### src/rtl/clkmon_pkg.sv
package clkmon_pkg;

  // Width needed to hold the values 0..limit.
  function automatic int unsigned cnt_width(input int unsigned limit);
    int unsigned w;
    w = 1;
    while ((64'd1 << w) <= 64'(limit)) w++;
    return w;
  endfunction

  // Reset request from the board sources (1 = reset wanted).
  function automatic logic reset_wanted(input logic lost, input logic btn_n,
                                        input logic dbg_n, input logic pos,
                                        input logic neg);
    return lost | ~btn_n | ~dbg_n | (pos & ~neg);
  endfunction

endpackage

### src/rtl/clkmon_edge_sync.sv
module clkmon_edge_sync #(
  parameter int unsigned STAGES = 2
) (
  input  logic clk,
  input  logic rst_n,
  input  logic async_in,
  output logic rise
);
  localparam int unsigned LAST = STAGES - 1;

  logic [STAGES-1:0] chain;
  logic              prev;

  generate
    for (genvar i = 0; i < STAGES; i++) begin : g_stage
      if (i == 0) begin : g_first
        always_ff @(posedge clk or negedge rst_n)
          if (!rst_n) chain[0] <= 1'b0;
          else        chain[0] <= async_in;
      end else begin : g_next
        always_ff @(posedge clk or negedge rst_n)
          if (!rst_n) chain[i] <= 1'b0;
          else        chain[i] <= chain[i-1];
      end
    end
  endgenerate

  always_ff @(posedge clk or negedge rst_n)
    if (!rst_n) prev <= 1'b0;
    else        prev <= chain[LAST];

  assign rise = chain[LAST] & ~prev;

  // A rise lasts one cycle only.
  p_rise_single_r1: assert property (@(posedge clk) disable iff (!rst_n)
    rise |=> !rise);
endmodule

### src/rtl/clkmon_timeout.sv
module clkmon_timeout #(
  parameter int unsigned TIMEOUT_CYCLES = 158400
) (
  input  logic clk,
  input  logic rst_n,
  input  logic edge_seen,
  output logic lost
);
  import clkmon_pkg::*;
  localparam int unsigned CNT_W = cnt_width(TIMEOUT_CYCLES);
  localparam logic [CNT_W-1:0] LIMIT = CNT_W'(TIMEOUT_CYCLES);

  logic [CNT_W-1:0] quiet_cnt;
  logic             at_limit;

  assign at_limit = (quiet_cnt == LIMIT);

  always_ff @(posedge clk or negedge rst_n)
    if (!rst_n)          quiet_cnt <= '0;
    else if (edge_seen)  quiet_cnt <= '0;
    else if (!at_limit)  quiet_cnt <= quiet_cnt + 1'b1;

  assign lost = at_limit;

  p_cnt_bounded_r1: assert property (@(posedge clk) disable iff (!rst_n)
    quiet_cnt <= LIMIT);
  p_edge_ends_loss_r9: assert property (@(posedge clk) disable iff (!rst_n)
    edge_seen |=> !lost);
  p_loss_holds_r1: assert property (@(posedge clk) disable iff (!rst_n)
    (lost && !edge_seen) |=> lost);
endmodule

### src/rtl/clkmon_rst_combine.sv
module clkmon_rst_combine (
  input  logic clk,
  input  logic por_n,
  input  logic lost,
  input  logic btn_rst_n,
  input  logic dbg_rst_n,
  input  logic ext_rst_p,
  input  logic ext_rst_n,
  output logic sys_rst_n
);
  import clkmon_pkg::*;
  logic want;

  assign want = reset_wanted(lost, btn_rst_n, dbg_rst_n, ext_rst_p, ext_rst_n);

  always_ff @(posedge clk or negedge por_n)
    if (!por_n) sys_rst_n <= 1'b0;
    else        sys_rst_n <= ~want;

  p_loss_pulls_r2: assert property (@(posedge clk) disable iff (!por_n)
    lost |=> !sys_rst_n);
  p_button_pulls_r6: assert property (@(posedge clk) disable iff (!por_n)
    !btn_rst_n |=> !sys_rst_n);
  p_debug_pulls_r7: assert property (@(posedge clk) disable iff (!por_n)
    !dbg_rst_n |=> !sys_rst_n);
  p_pair_pulls_r8: assert property (@(posedge clk) disable iff (!por_n)
    (ext_rst_p && !ext_rst_n) |=> !sys_rst_n);
endmodule

### src/rtl/clkmon_reset_top.sv
module clkmon_reset_top #(
  parameter int unsigned TIMEOUT_CYCLES = 158400,
  parameter int unsigned SYNC_STAGES    = 2
) (
  input  logic clk_ref,
  input  logic por_n,
  input  logic mon_clk,
  input  logic btn_rst_n,
  input  logic dbg_rst_n,
  input  logic ext_rst_p,
  input  logic ext_rst_n,
  input  logic fw_clear,
  output logic sys_rst_n,
  output logic clk_lost
);
  logic mon_rise;
  logic loss_now;
  logic flag_q;

  clkmon_edge_sync #(.STAGES(SYNC_STAGES)) u_sync (
    .clk(clk_ref), .rst_n(por_n), .async_in(mon_clk), .rise(mon_rise));

  clkmon_timeout #(.TIMEOUT_CYCLES(TIMEOUT_CYCLES)) u_timeout (
    .clk(clk_ref), .rst_n(por_n), .edge_seen(mon_rise), .lost(loss_now));

  clkmon_rst_combine u_comb (
    .clk(clk_ref), .por_n(por_n), .lost(loss_now),
    .btn_rst_n(btn_rst_n), .dbg_rst_n(dbg_rst_n),
    .ext_rst_p(ext_rst_p), .ext_rst_n(ext_rst_n), .sys_rst_n(sys_rst_n));

  // Sticky status: setting wins over the firmware clear.
  always_ff @(posedge clk_ref or negedge por_n)
    if (!por_n)        flag_q <= 1'b0;
    else if (loss_now) flag_q <= 1'b1;
    else if (fw_clear) flag_q <= 1'b0;

  assign clk_lost = flag_q;

  p_loss_sets_r3: assert property (@(posedge clk_ref) disable iff (!por_n)
    loss_now |=> clk_lost);
  p_clear_blocked_r4: assert property (@(posedge clk_ref) disable iff (!por_n)
    (fw_clear && loss_now) |=> clk_lost);
  p_flag_sticky_r3: assert property (@(posedge clk_ref) disable iff (!por_n)
    (clk_lost && !fw_clear) |=> clk_lost);
  p_clear_works_r4: assert property (@(posedge clk_ref) disable iff (!por_n)
    (fw_clear && !loss_now) |=> !clk_lost);
endmodule

### config.mk
export PLATFORM = sky130hd
export DESIGN_NAME = clkmon_reset_top
export DESIGN_NICKNAME = d
export VERILOG_FILES = /design/src/rtl/clkmon_pkg.sv /design/src/rtl/clkmon_edge_sync.sv /design/src/rtl/clkmon_timeout.sv /design/src/rtl/clkmon_rst_combine.sv /design/src/rtl/clkmon_reset_top.sv
export SDC_FILE = /design/constraint.sdc
export NUM_CORES = 1
export LEC_CHECK = 0
export ABC_AREA = 1
export BUFFER_PORTS_ARGS = -buffer_cell sky130_fd_sc_hd__clkbuf_2
export CAP_MARGIN = 20
export CORE_MARGIN = 1
export CORE_UTILIZATION = 50
export CTS_CLUSTER_DIAMETER = 40
export DETAILED_ROUTE_END_ITERATION = 16
export GPL_ROUTABILITY_DRIVEN = 0
export GPL_TIMING_DRIVEN = 0
export HOLD_SLACK_MARGIN = 0.1
export PLACE_DENSITY = 0.73
export SETUP_SLACK_MARGIN = 0.3
export SKIP_CTS_REPAIR_TIMING = 1
export SLEW_MARGIN = 40
export SYNTH_ARGS = -nofsm -noshare
export SYNTH_HDL_FRONTEND = slang
export SYNTH_HIERARCHICAL = 1
export SYNTH_SLANG_ARGS = --single-unit
### constraint.sdc
create_clock -name clk_ref -period 1.4 [get_ports clk_ref]
set_input_delay 0.14 -clock clk_ref [delete_from_list [all_inputs] [get_ports clk_ref]]
set_output_delay 0.14 -clock clk_ref [all_outputs]
set_load 0.05 [all_outputs]
==> impl_metrics.json, run 1 <==
{
  "num_rows": 18,
  "pre_cts_ws_ps": -25.1,
  "die_area_sq_um": 2850,
  "grt_usage": 0.224,
  "fill_cells": 204,
  "critPathMaxFanout": 4,
  "comb_power_share": 0.257,
  "grt_pass1_vias": 1058,
  "ys_ff_latch": 23,
  "antenna_found_initial": 0,
  "clockPowerShare": 0.207,
  "grt_pass1_wl_mm": 4.50,
  "cap_violations": 0,
  "switching_power_uw": 505,
  "power_uw": 1510,
  "start_util": 0.533,
  "layout_min_cycle_time_ps": 1390,
  "ys_seq_area_frac": 0.436,
  "hp-class": "primary input to asynchronous set/reset pin",
  "root_buffer": "clkbuf_4",
  "final_antenna_net_count": 0,
  "hpwl_mm": 2.16,
  "grt_max_degree": 24,
  "cts_max_level": 1,
  "endpoint_kind": "flip-flop",
  "postSynthCellCount": 189,
  "wl_mm": 3.36,
  "leakage_uw": 0.000819,
  "die_w_um": 53.4,
  "status": "finished, final reports clean",
  "setup_viol": 0,
  "synth.avg_cell_area_sq_um": 6.99,
  "p_seq_frac": 0.536,
  "syn2layout_area_growth_pct": 31.4,
  "first_iter_violations": 31,
  "drv_slew": 0,
  "clock.fmax_mhz": 717,
  "cts_tree": "yes",
  "fin_skew_ps": 10.2,
  "power_density_nw_per_um2": 870,
  "finalCritPeriodShare": 0.996,
  "antennaDiodeCount": 0,
  "setup_tns_ps": 0,
  "num_io_pins": 10,
  "hold_viol_final": 0,
  "drive_above_1_share": 0.323,
  "cts_buffer_depth": 2,
  "relSlewSlack": 0.625,
  "clkSlewWorstSetupHoldPaths_ps": 130,
  "r2r_slack_ps": 6,
  "layout.area.seq_sq_um": 586,
  "vias": 1308,
  "syn_area_sq_um": 1320,
  "p_int_uw": 1010,
  "worstPathArrival_ps": 1620,
  "insertion_delay_ps": 320,
  "drc_errors": 0,
  "worst_pin_slew_ps": 562,
  "ys_types": 21,
  "cp.required_ps": 1630,
  "routed_via_density": 5.30,
  "final_util": 0.701,
  "setup_ws_ps": 5.54,
  "synth.net_count": 199,
  "coreArea_sq_um": 2480,
  "rsz0062_at_grt": "yes",
  "yosys_warnings": 6,
  "io_buffers": 9,
  "grt.overflow.total": 0,
  "nets": 228,
  "die_h_um": 53.4,
  "crit_type": "flip-flop to flip-flop",
  "multiInputGateArea_sq_um": 785,
  "vdd_drop_max_mv": 0.766,
  "dr.pass1.iters": 4,
  "crit_path_start_kind": "flip-flop",
  "cts_inserted_buffers": 3,
  "swShare": 0.334,
  "clock-sinks": 23,
  "wl_per_cell_um": 13.6
}
[routing by layer]
metal / up-vias / GRT usage / part of all wire
met2: 33 / 0.365 / 0.54
met1: 621 / 0.291 / 0.41
met4: 0 / 0.0965 / 0.016
met5: - / 0 / 0
li1: 647 / - / -
met3: 7 / 0.0345 / 0.029
[layout make-up]
type | count | share of cell area
Buffer | 1 | 0.00432
Timing Repair Buffer | 24 | 0.106
Multi-Input combinational cell | 136 | 0.452
Inverter | 29 | 0.0641
Sequential cell | 23 | 0.337
Clock buffer | 4 | 0.0151
Tap cell | 30 | 0.0216
[synth_stat cells]
master | instances | area (sq um)
a21oi_1 | 5 | 25.0
and2_1 | 1 | 6.26
clkbuf_1 | 1 | 3.75
clkinv_1 | 1 | 3.75
dfrtp_1 | 23 | 576
ha_1 | 2 | 25.0
inv_1 | 27 | 101
inv_2 | 1 | 3.75
nand2_1 | 42 | 158
nand2_2 | 3 | 18.8
nand3_1 | 18 | 90.1
nand3_2 | 1 | 10.0
nand4_1 | 6 | 37.5
nor2_1 | 41 | 154
nor2_2 | 4 | 25.0
nor2_4 | 1 | 11.3
nor3_1 | 2 | 10.0
nor3_2 | 1 | 10.0
o21ai_0 | 7 | 35.0
o21ai_2 | 1 | 8.76
xor2_1 | 1 | 8.76
[worst max-delay path, stage by stage (launching register included)]
cell and delay (ps):
dfrtp_2 470, inv_2 110, ha_4 160, nand3_4 100
nor3_4 220, nand2_2 110, nand3_2 80, nand2_1 50
[power groups by stage]
stage | clock (uW) | sequential, uW | combinational [uW]
after floorplan | 0 | 778 | 153
after global placement | 0 | 784 | 203
after detailed placement | 0 | 792 | 218
after CTS | 314 | 778 | 218
after global routing | 342 | 815 | 414
final | 313 | 811 | 388
[cell families after synthesis]
kind of cell	share of synthesized area
compound gates	0.0521
fa+ha+maj	0.0189
xor+xnor	0.00663
flops	0.436
buf+inv	0.0852
simple gates	0.402
[path summary, 6_finish.rpt]
check,endpoint,cells after the start,from
min in group clk_ref,u_sync/chain[1],0,u_sync/chain[0]
worst max-delay path,u_timeout/quiet_cnt[1],7,u_timeout/quiet_cnt[0]
worst max register to register,u_timeout/quiet_cnt[1],7,u_timeout/quiet_cnt[0]
worst min-delay path,u_comb/sys_rst_n,2,por_n
max in group asynchronous,u_timeout/quiet_cnt[8],2,por_n
worst min register to register,u_sync/chain[1],0,u_sync/chain[0]
[state kept, by name, indices dropped and copies added, names as in the netlist]
name	flops
u_comb/sys_rst_n	1
u_sync/chain	2
u_sync/prev	1
clk_lost	1
u_timeout/quiet_cnt	18
[cells in the final DEF, fill, tap and decap left out, drive strengths merged]
cell type,n
dlygate4sd3,7
and2,1
xor2,1
nand3,19
nor3,3
dfrtp,23
inv,29
nand4,6
nand2,45
buf,9
clkbuf,13
ha,2
a21oi,5
nor2,46
o21ai,8
[metrics by stage]
| step | std cells | cell area, sq um | hold WS (ps) |
|---|---|---|---|
| CTS | 232 | 1450 | -193 |
| floorplan | 189 | 1340 | -156 |
| finish | 247 | 1740 | 320 |
| global route | 247 | 1740 | 387 |
| global placement | 228 | 1420 | 154 |
| detailed placement | 228 | 1420 | 159 |
Note: power is estimated with default switching activity, not from simulation.
==> run 2, diff against run 1 <==
--- a/config.mk
+++ b/config.mk
@@ -5,7 +5,6 @@
 export SDC_FILE = /design/constraint.sdc
 export NUM_CORES = 1
 export LEC_CHECK = 0
-export ABC_AREA = 1
 export BUFFER_PORTS_ARGS = -buffer_cell sky130_fd_sc_hd__clkbuf_2
 export CAP_MARGIN = 20
 export CORE_MARGIN = 1
@@ -15,7 +14,7 @@
 export GPL_ROUTABILITY_DRIVEN = 0
 export GPL_TIMING_DRIVEN = 0
 export HOLD_SLACK_MARGIN = 0.1
-export PLACE_DENSITY = 0.73
+export PLACE_DENSITY = 0.74
 export SETUP_SLACK_MARGIN = 0.3
 export SKIP_CTS_REPAIR_TIMING = 1
 export SLEW_MARGIN = 40
==> run 2 against run 1 <==
- the run now ends with negative setup slack left
- clock skew fell by 2.1 ps
- first-iteration DRC count fell by 48%
- critical path depth fell by 2
- non-clock buffer count is 1 higher
==> impl_metrics.json, run 2 <==
{
  "synthTopCellsByCount": "dfrtp_1 (23), nor2_1 (12), nand3_1 (9)",
  "die_w_um": 50.5,
  "insertion_delay_ps": 320,
  "drc_errors": 0,
  "ys_ff_latch": 23,
  "synth_largest_area_cell": "dfrtp_1",
  "syn_area_sq_um": 1180,
  "regMostFlops": "u_timeout/quiet_cnt",
  "leakage_uw": 0.000652,
  "cts_buffer_depth": 2,
  "ys_top_cells_by_area": "dfrtp_1 (49%), nand3_1 (3.8%), nor2_1 (3.8%), xnor2_1 (3.7%), xor2_1 (3.7%)",
  "root_buffer": "clkbuf_4",
  "rsz0062_at_grt": "yes",
  "antennaDiodeCount": 0,
  "vias": 1004,
  "io_buffers": 9,
  "syn2layout_area_growth_pct": 30.4,
  "grt_max_degree": 24,
  "num_rows": 17,
  "vdd_drop_max_mv": 0.718,
  "cp.required_ps": 1640,
  "stdcell_count": 172,
  "nets": 155,
  "synth-edff-count": 0,
  "routed_via_density": 5.84,
  "endpoint_kind": "flip-flop",
  "fin_skew_ps": 8.18,
  "start_util": 0.532,
  "grt_pass1_wl_mm": 4.07,
  "ys.flop_type": "dfrtp_1",
  "synth.net_count": 127,
  "layout_commonest_cell": "dfrtp_1",
  "antenna_found_initial": 0,
  "ys_async_sr_fraction": 1.00,
  "status": "finished, violations left",
  "dp.cells": 154,
  "power_uw": 1370,
  "clock.fmax_mhz": 536,
  "grt_pass1_vias": 935,
  "failed_checks": "negative setup slack",
  "critPathMaxFanout": 10,
  "dr.pass1.iters": 4,
  "worstPathArrival_ps": 2110,
  "cts_tree": "yes",
  "setup_viol": 11,
  "cap_violations": 0,
  "power_density_nw_per_um2": 894,
  "reg_top3": "u_timeout/quiet_cnt: 18 flops, u_sync/chain: 2 flops",
  "ys_seq_area_frac": 0.489,
  "wl_mm": 2.70,
  "hpwl_mm": 1.66,
  "wl_per_cell_um": 15.7,
  "worst_pin_slew_ps": 560,
  "cts_inserted_buffers": 3,
  "setup_tns_ps": -3850,
  "yosys_warnings": 6,
  "hold_viol_final": 0,
  "hp-class": "primary input to asynchronous set/reset pin",
  "largest_register_ffs": 18,
  "layout_common_cells": "dfrtp_1 (17), nor2_1 (10), buf_4 (9)",
  "die_h_um": 50.5,
  "clkSlewWorstSetupHoldPaths_ps": 130,
  "layout_min_cycle_time_ps": 1870,
  "max_stage_delay_ps": 480,
  "crit_path_start_kind": "flip-flop",
  "postSynthCellCount": 117,
  "die_area_sq_um": 2550,
  "synth.avg_cell_area_sq_um": 10.1,
  "num_io_pins": 10,
  "setup_ws_ps": -465,
  "cts_max_level": 1,
  "drv_slew": 0,
  "yosysMostFrequentCell": "dfrtp_1",
  "yosysTopAreaCellShare": 0.489,
  "clock-sinks": 23,
  "relSlewSlack": 0.627,
  "crit_type": "flip-flop to flip-flop",
  "ys_types": 32,
  "finalCritPeriodShare": 1.33,
  "final_antenna_net_count": 0,
  "grt.overflow.total": 0,
  "grt_usage": 0.219,
  "pre_cts_ws_ps": -521,
  "crit_path_cell_trace": "nand4_4 -> or3_4 -> buf_6 -> or4b_4 -> a211oi_2",
  "drive_above_1_share": 0.368,
  "cpMaxStageDelayCell": "or4b_4",
  "coreArea_sq_um": 2210,
  "first_iter_violations": 16,
  "final_util": 0.694
}
==> run 2: cell count changes after synthesis, sizes merged, moves of 4 or more <==
cell   previous run  this run
nor2b             0         4
nor4              0         4
nand3            19         9
xor2              1         5
or4               0         5
o21ai             8         3
nor2             46        12
xnor2             0         5
nand2            45         7
inv              28         6
==> run 2: cells by family after synthesis <==
logic type,synth area share
simple gates,0.290
flops,0.489
compound gates,0.0871
xor+xnor,0.0744
buf+inv,0.0383
fa+ha+maj,0.0213
==> run 2: worst max-delay path: cells and delay by family, from the launching register on <==
kind	cells	cell delay [ps]
compound gates	1	190
buf+inv	1	140
simple gates	3	1000
flops	1	450
==> run 2: stage by stage <==
step	area, sq um	hold WS (ps)
after floorplan	1240	-156
after global placement	1320	152
after detailed placement	1320	155
after CTS	1340	-194
after global routing	1540	379
final	1540	323
==> run 2: path summary, 6_finish.rpt <==
kind                                             start                 endpoint  slack, ps  cells after the start
worst max register to register  u_timeout/quiet_cnt[9]  u_timeout/quiet_cnt[16]       -470                      5
worst min-delay path                             por_n  u_timeout/quiet_cnt[17]        320                      2
worst max-delay path            u_timeout/quiet_cnt[9]  u_timeout/quiet_cnt[16]       -470                      5
min in group clk_ref                   u_sync/chain[0]          u_sync/chain[1]        380                      0
max in group asynchronous                        por_n   u_timeout/quiet_cnt[7]        670                      2
worst min register to register         u_sync/chain[0]          u_sync/chain[1]        380                      0
==> run 2: layout make-up <==
type	count	area, sq um
plain buffers	3	30.0
clock buffers	4	26.3
fillers	169	677
inverters	6	22.5
multi-input cells	85	668
flip-flops and latches	23	583
well taps	28	35.0
repair buffers	23	170
==> run 2: power by group <==
part / switching (uW) / leakage (uW) / total [uW] / internal (uW)
clock network: 207 / 0.0000150 / 318 / 111
logic: 121 / 0.000338 / 258 / 137
registers: 81.5 / 0.000299 / 796 / 715
total: 409 / 0.000652 / 1370 / 963
==> run 2: layer usage <==
| metal | vias up | global-route usage | part of all wire | routed length, um |
|---|---|---|---|---|
| met5 | - | 0 | 0 | 0 |
| met4 | 0 | 0.111 | 0.026 | 70 |
| met3 | 6 | 0.0364 | 0.031 | 84 |
| met2 | 23 | 0.362 | 0.51 | 1380 |
| met1 | 502 | 0.274 | 0.43 | 1170 |
| li1 | 473 | - | - | - |
==> run 3, diff against run 2 <==
--- a/config.mk
+++ b/config.mk
@@ -8,13 +8,13 @@
 export BUFFER_PORTS_ARGS = -buffer_cell sky130_fd_sc_hd__clkbuf_2
 export CAP_MARGIN = 20
 export CORE_MARGIN = 1
-export CORE_UTILIZATION = 50
+export CORE_UTILIZATION = 57
 export CTS_CLUSTER_DIAMETER = 40
 export DETAILED_ROUTE_END_ITERATION = 16
 export GPL_ROUTABILITY_DRIVEN = 0
 export GPL_TIMING_DRIVEN = 0
 export HOLD_SLACK_MARGIN = 0.1
-export PLACE_DENSITY = 0.74
+export PLACE_DENSITY = 0.82
 export SETUP_SLACK_MARGIN = 0.3
 export SKIP_CTS_REPAIR_TIMING = 1
 export SLEW_MARGIN = 40
==> constraint.sdc (replaced) <==
create_clock -name clk_ref -period 2 [get_ports clk_ref]
set_input_delay 0.2 -clock clk_ref [delete_from_list [all_inputs] [get_ports clk_ref]]
set_output_delay 0.2 -clock clk_ref [all_outputs]
set_load 0.05 [all_outputs]
==> run 3 against run 2 <==
- the flow now finishes without violations
- core utilization rose by 2.9 points
- worst setup slack improved by 630 ps
- sequential cell count unchanged
- maximum frequency rose by 1.7%
- power is 35% lower
- clock skew decreased by 0.56 ps
- via count shrank 1.5%
==> impl_metrics.json, run 3 (synthesis gave the netlist of run 2 again) <==
{
  "design_area_sq_um": 1400,
  "cp.required_ps": 2230,
  "crit_path_cell_trace": "nand4_4 -> or3_4 -> buf_6 -> or4b_1 -> a21oi_1",
  "power_density_nw_per_um2": 636,
  "cts_inserted_buffers": 3,
  "cts_max_level": 1,
  "hold_path_depth": 3,
  "wl_mm": 2.43,
  "antennaDiodeCount": 0,
  "clock-sinks": 23,
  "cpMaxStageDelayCell": "or4b_1",
  "hp-class": "primary input to flip-flop",
  "grt_pass1_wl_mm": 3.48,
  "leakage_uw": 0.000584,
  "worst_pin_slew_ps": 543,
  "endpoint_kind": "flip-flop",
  "regMostFlops": "u_timeout/quiet_cnt",
  "num_io_pins": 10,
  "vdd_drop_max_mv": 0.494,
  "io_buffers": 9,
  "drv_slew": 0,
  "placed_cell_area_sq_um": 1280,
  "routed_via_density": 6.03,
  "first_iter_violations": 30,
  "fill_cells": 149,
  "drive_above_1_share": 0.307,
  "cts_buffer_depth": 2,
  "r2r_slack_ps": 170,
  "critPathMaxFanout": 5,
  "relSlewSlack": 0.638,
  "hpwl_mm": 1.69,
  "setup_viol": 0,
  "root_buffer": "clkbuf_4",
  "final_antenna_net_count": 0,
  "clkSlewWorstSetupHoldPaths_ps": 120,
  "cpLargestDelayFamily": "simple AND/OR/NAND/NOR gates",
  "rsz0062_at_grt": "yes",
  "nets": 148,
  "min_from": "dbg_rst_n",
  "status": "finished, final reports clean",
  "critPathBufInv": 1,
  "cap_violations": 0,
  "die_w_um": 47.5,
  "insertion_delay_ps": 300,
  "grt.overflow.total": 0,
  "worstPathArrival_ps": 2070,
  "layout_commonest_cell": "dfrtp_1",
  "start_util": 0.606,
  "layout_common_cells": "dfrtp_1 (19), nor2_1 (10), clkbuf_2 (9), nand3_1 (9)",
  "grt_usage": 0.219,
  "grt_pass1_vias": 846,
  "drc_errors": 0,
  "reg2reg_depth": 5,
  "grt_max_degree": 24,
  "wl_per_cell_um": 14.8,
  "reg_top3": "u_timeout/quiet_cnt: 18 flops, u_sync/chain: 2 flops",
  "die_h_um": 47.5,
  "dr.pass1.iters": 4,
  "hold_viol_final": 0,
  "antenna_found_initial": 0,
  "coreArea_sq_um": 1940,
  "layout_min_cycle_time_ps": 1830,
  "clock.fmax_mhz": 545,
  "num_rows": 16,
  "min_to": "u_comb/sys_rst_n",
  "crit_type": "flip-flop to flip-flop",
  "largest_register_ffs": 18,
  "finalCritPeriodShare": 0.917,
  "r2r-end": "u_timeout/quiet_cnt[14]",
  "reg2reg_from": "u_timeout/quiet_cnt[7]",
  "syn2layout_area_growth_pct": 19.2,
  "die_area_sq_um": 2250,
  "vias": 989,
  "fin_skew_ps": 7.62,
  "max_stage_delay_ps": 520,
  "setup_tns_ps": 0,
  "cp_num_cells": 5,
  "cts_tree": "yes",
  "crit_path_start_kind": "flip-flop"
}
run 3: cell count changes in the layout (fill, tap and decap cells not counted), sizes merged:
cell | before | now
clkbuf | 11 | 14
dlygate4sd3 | 7 | 2
buf | 12 | 7
run 3: power breakdown:
group	total [uW]	internal, uW	switching [uW]
clock network	208	77.7	130
registers	549	499	49.9
logic	136	62.2	73.9
total	893	639	254
run 3: stage by stage:
stage	std cells	power, uW	utilization	hold slack, ps	worst slack, ps
6_report	164	893	0.723	96.0	166
5_1_grt	164	939	0.723	102	117
4_1_cts	157	889	0.671	-128	15.4
3_5_place_dp	153	682	0.658	214	47.3
3_3_place_gp	153	670	0.658	206	94.9
2_1_floorplan	117	633	-	-95.6	194
run 3: worst register-to-register path, delay by kind of cell (launching register included):
family	cells	cell delay (ps)
and+or+nand+nor	3	1040
DFF	1	440
AOI/OAI and AO/OA	1	150
buffers and inverters	1	130
run 3: area by class of cell:
type / instances / area (sq um) / share of cell area
Clock buffer: 4 / 26.3 / 0.0187
Timing Repair Buffer: 16 / 100 / 0.0713
Sequential cell: 23 / 581 / 0.414
Tap cell: 27 / 33.8 / 0.0241
Inverter: 6 / 22.5 / 0.0160
Buffer: 3 / 22.5 / 0.0160
Multi-Input combinational cell: 85 / 618 / 0.440
run 3: per-layer routing:
layer	wire length, um	track usage
met4	14	0.0914
met1	1080	0.284
met3	118	0.0226
met5	0	0
met2	1220	0.373
run 3: how the worst max path moves through the flow:
stage | from | end | slack (ps)
after floorplan | u_timeout/quiet_cnt[7] | u_timeout/quiet_cnt[16] | 190
after detailed placement | u_timeout/quiet_cnt[6] | u_timeout/quiet_cnt[16] | 50
after global placement | u_timeout/quiet_cnt[6] | u_timeout/quiet_cnt[16] | 90
after global routing | u_timeout/quiet_cnt[7] | u_timeout/quiet_cnt[16] | 120
after CTS | u_timeout/quiet_cnt[6] | u_timeout/quiet_cnt[16] | 20
final | u_timeout/quiet_cnt[7] | u_timeout/quiet_cnt[14] | 170
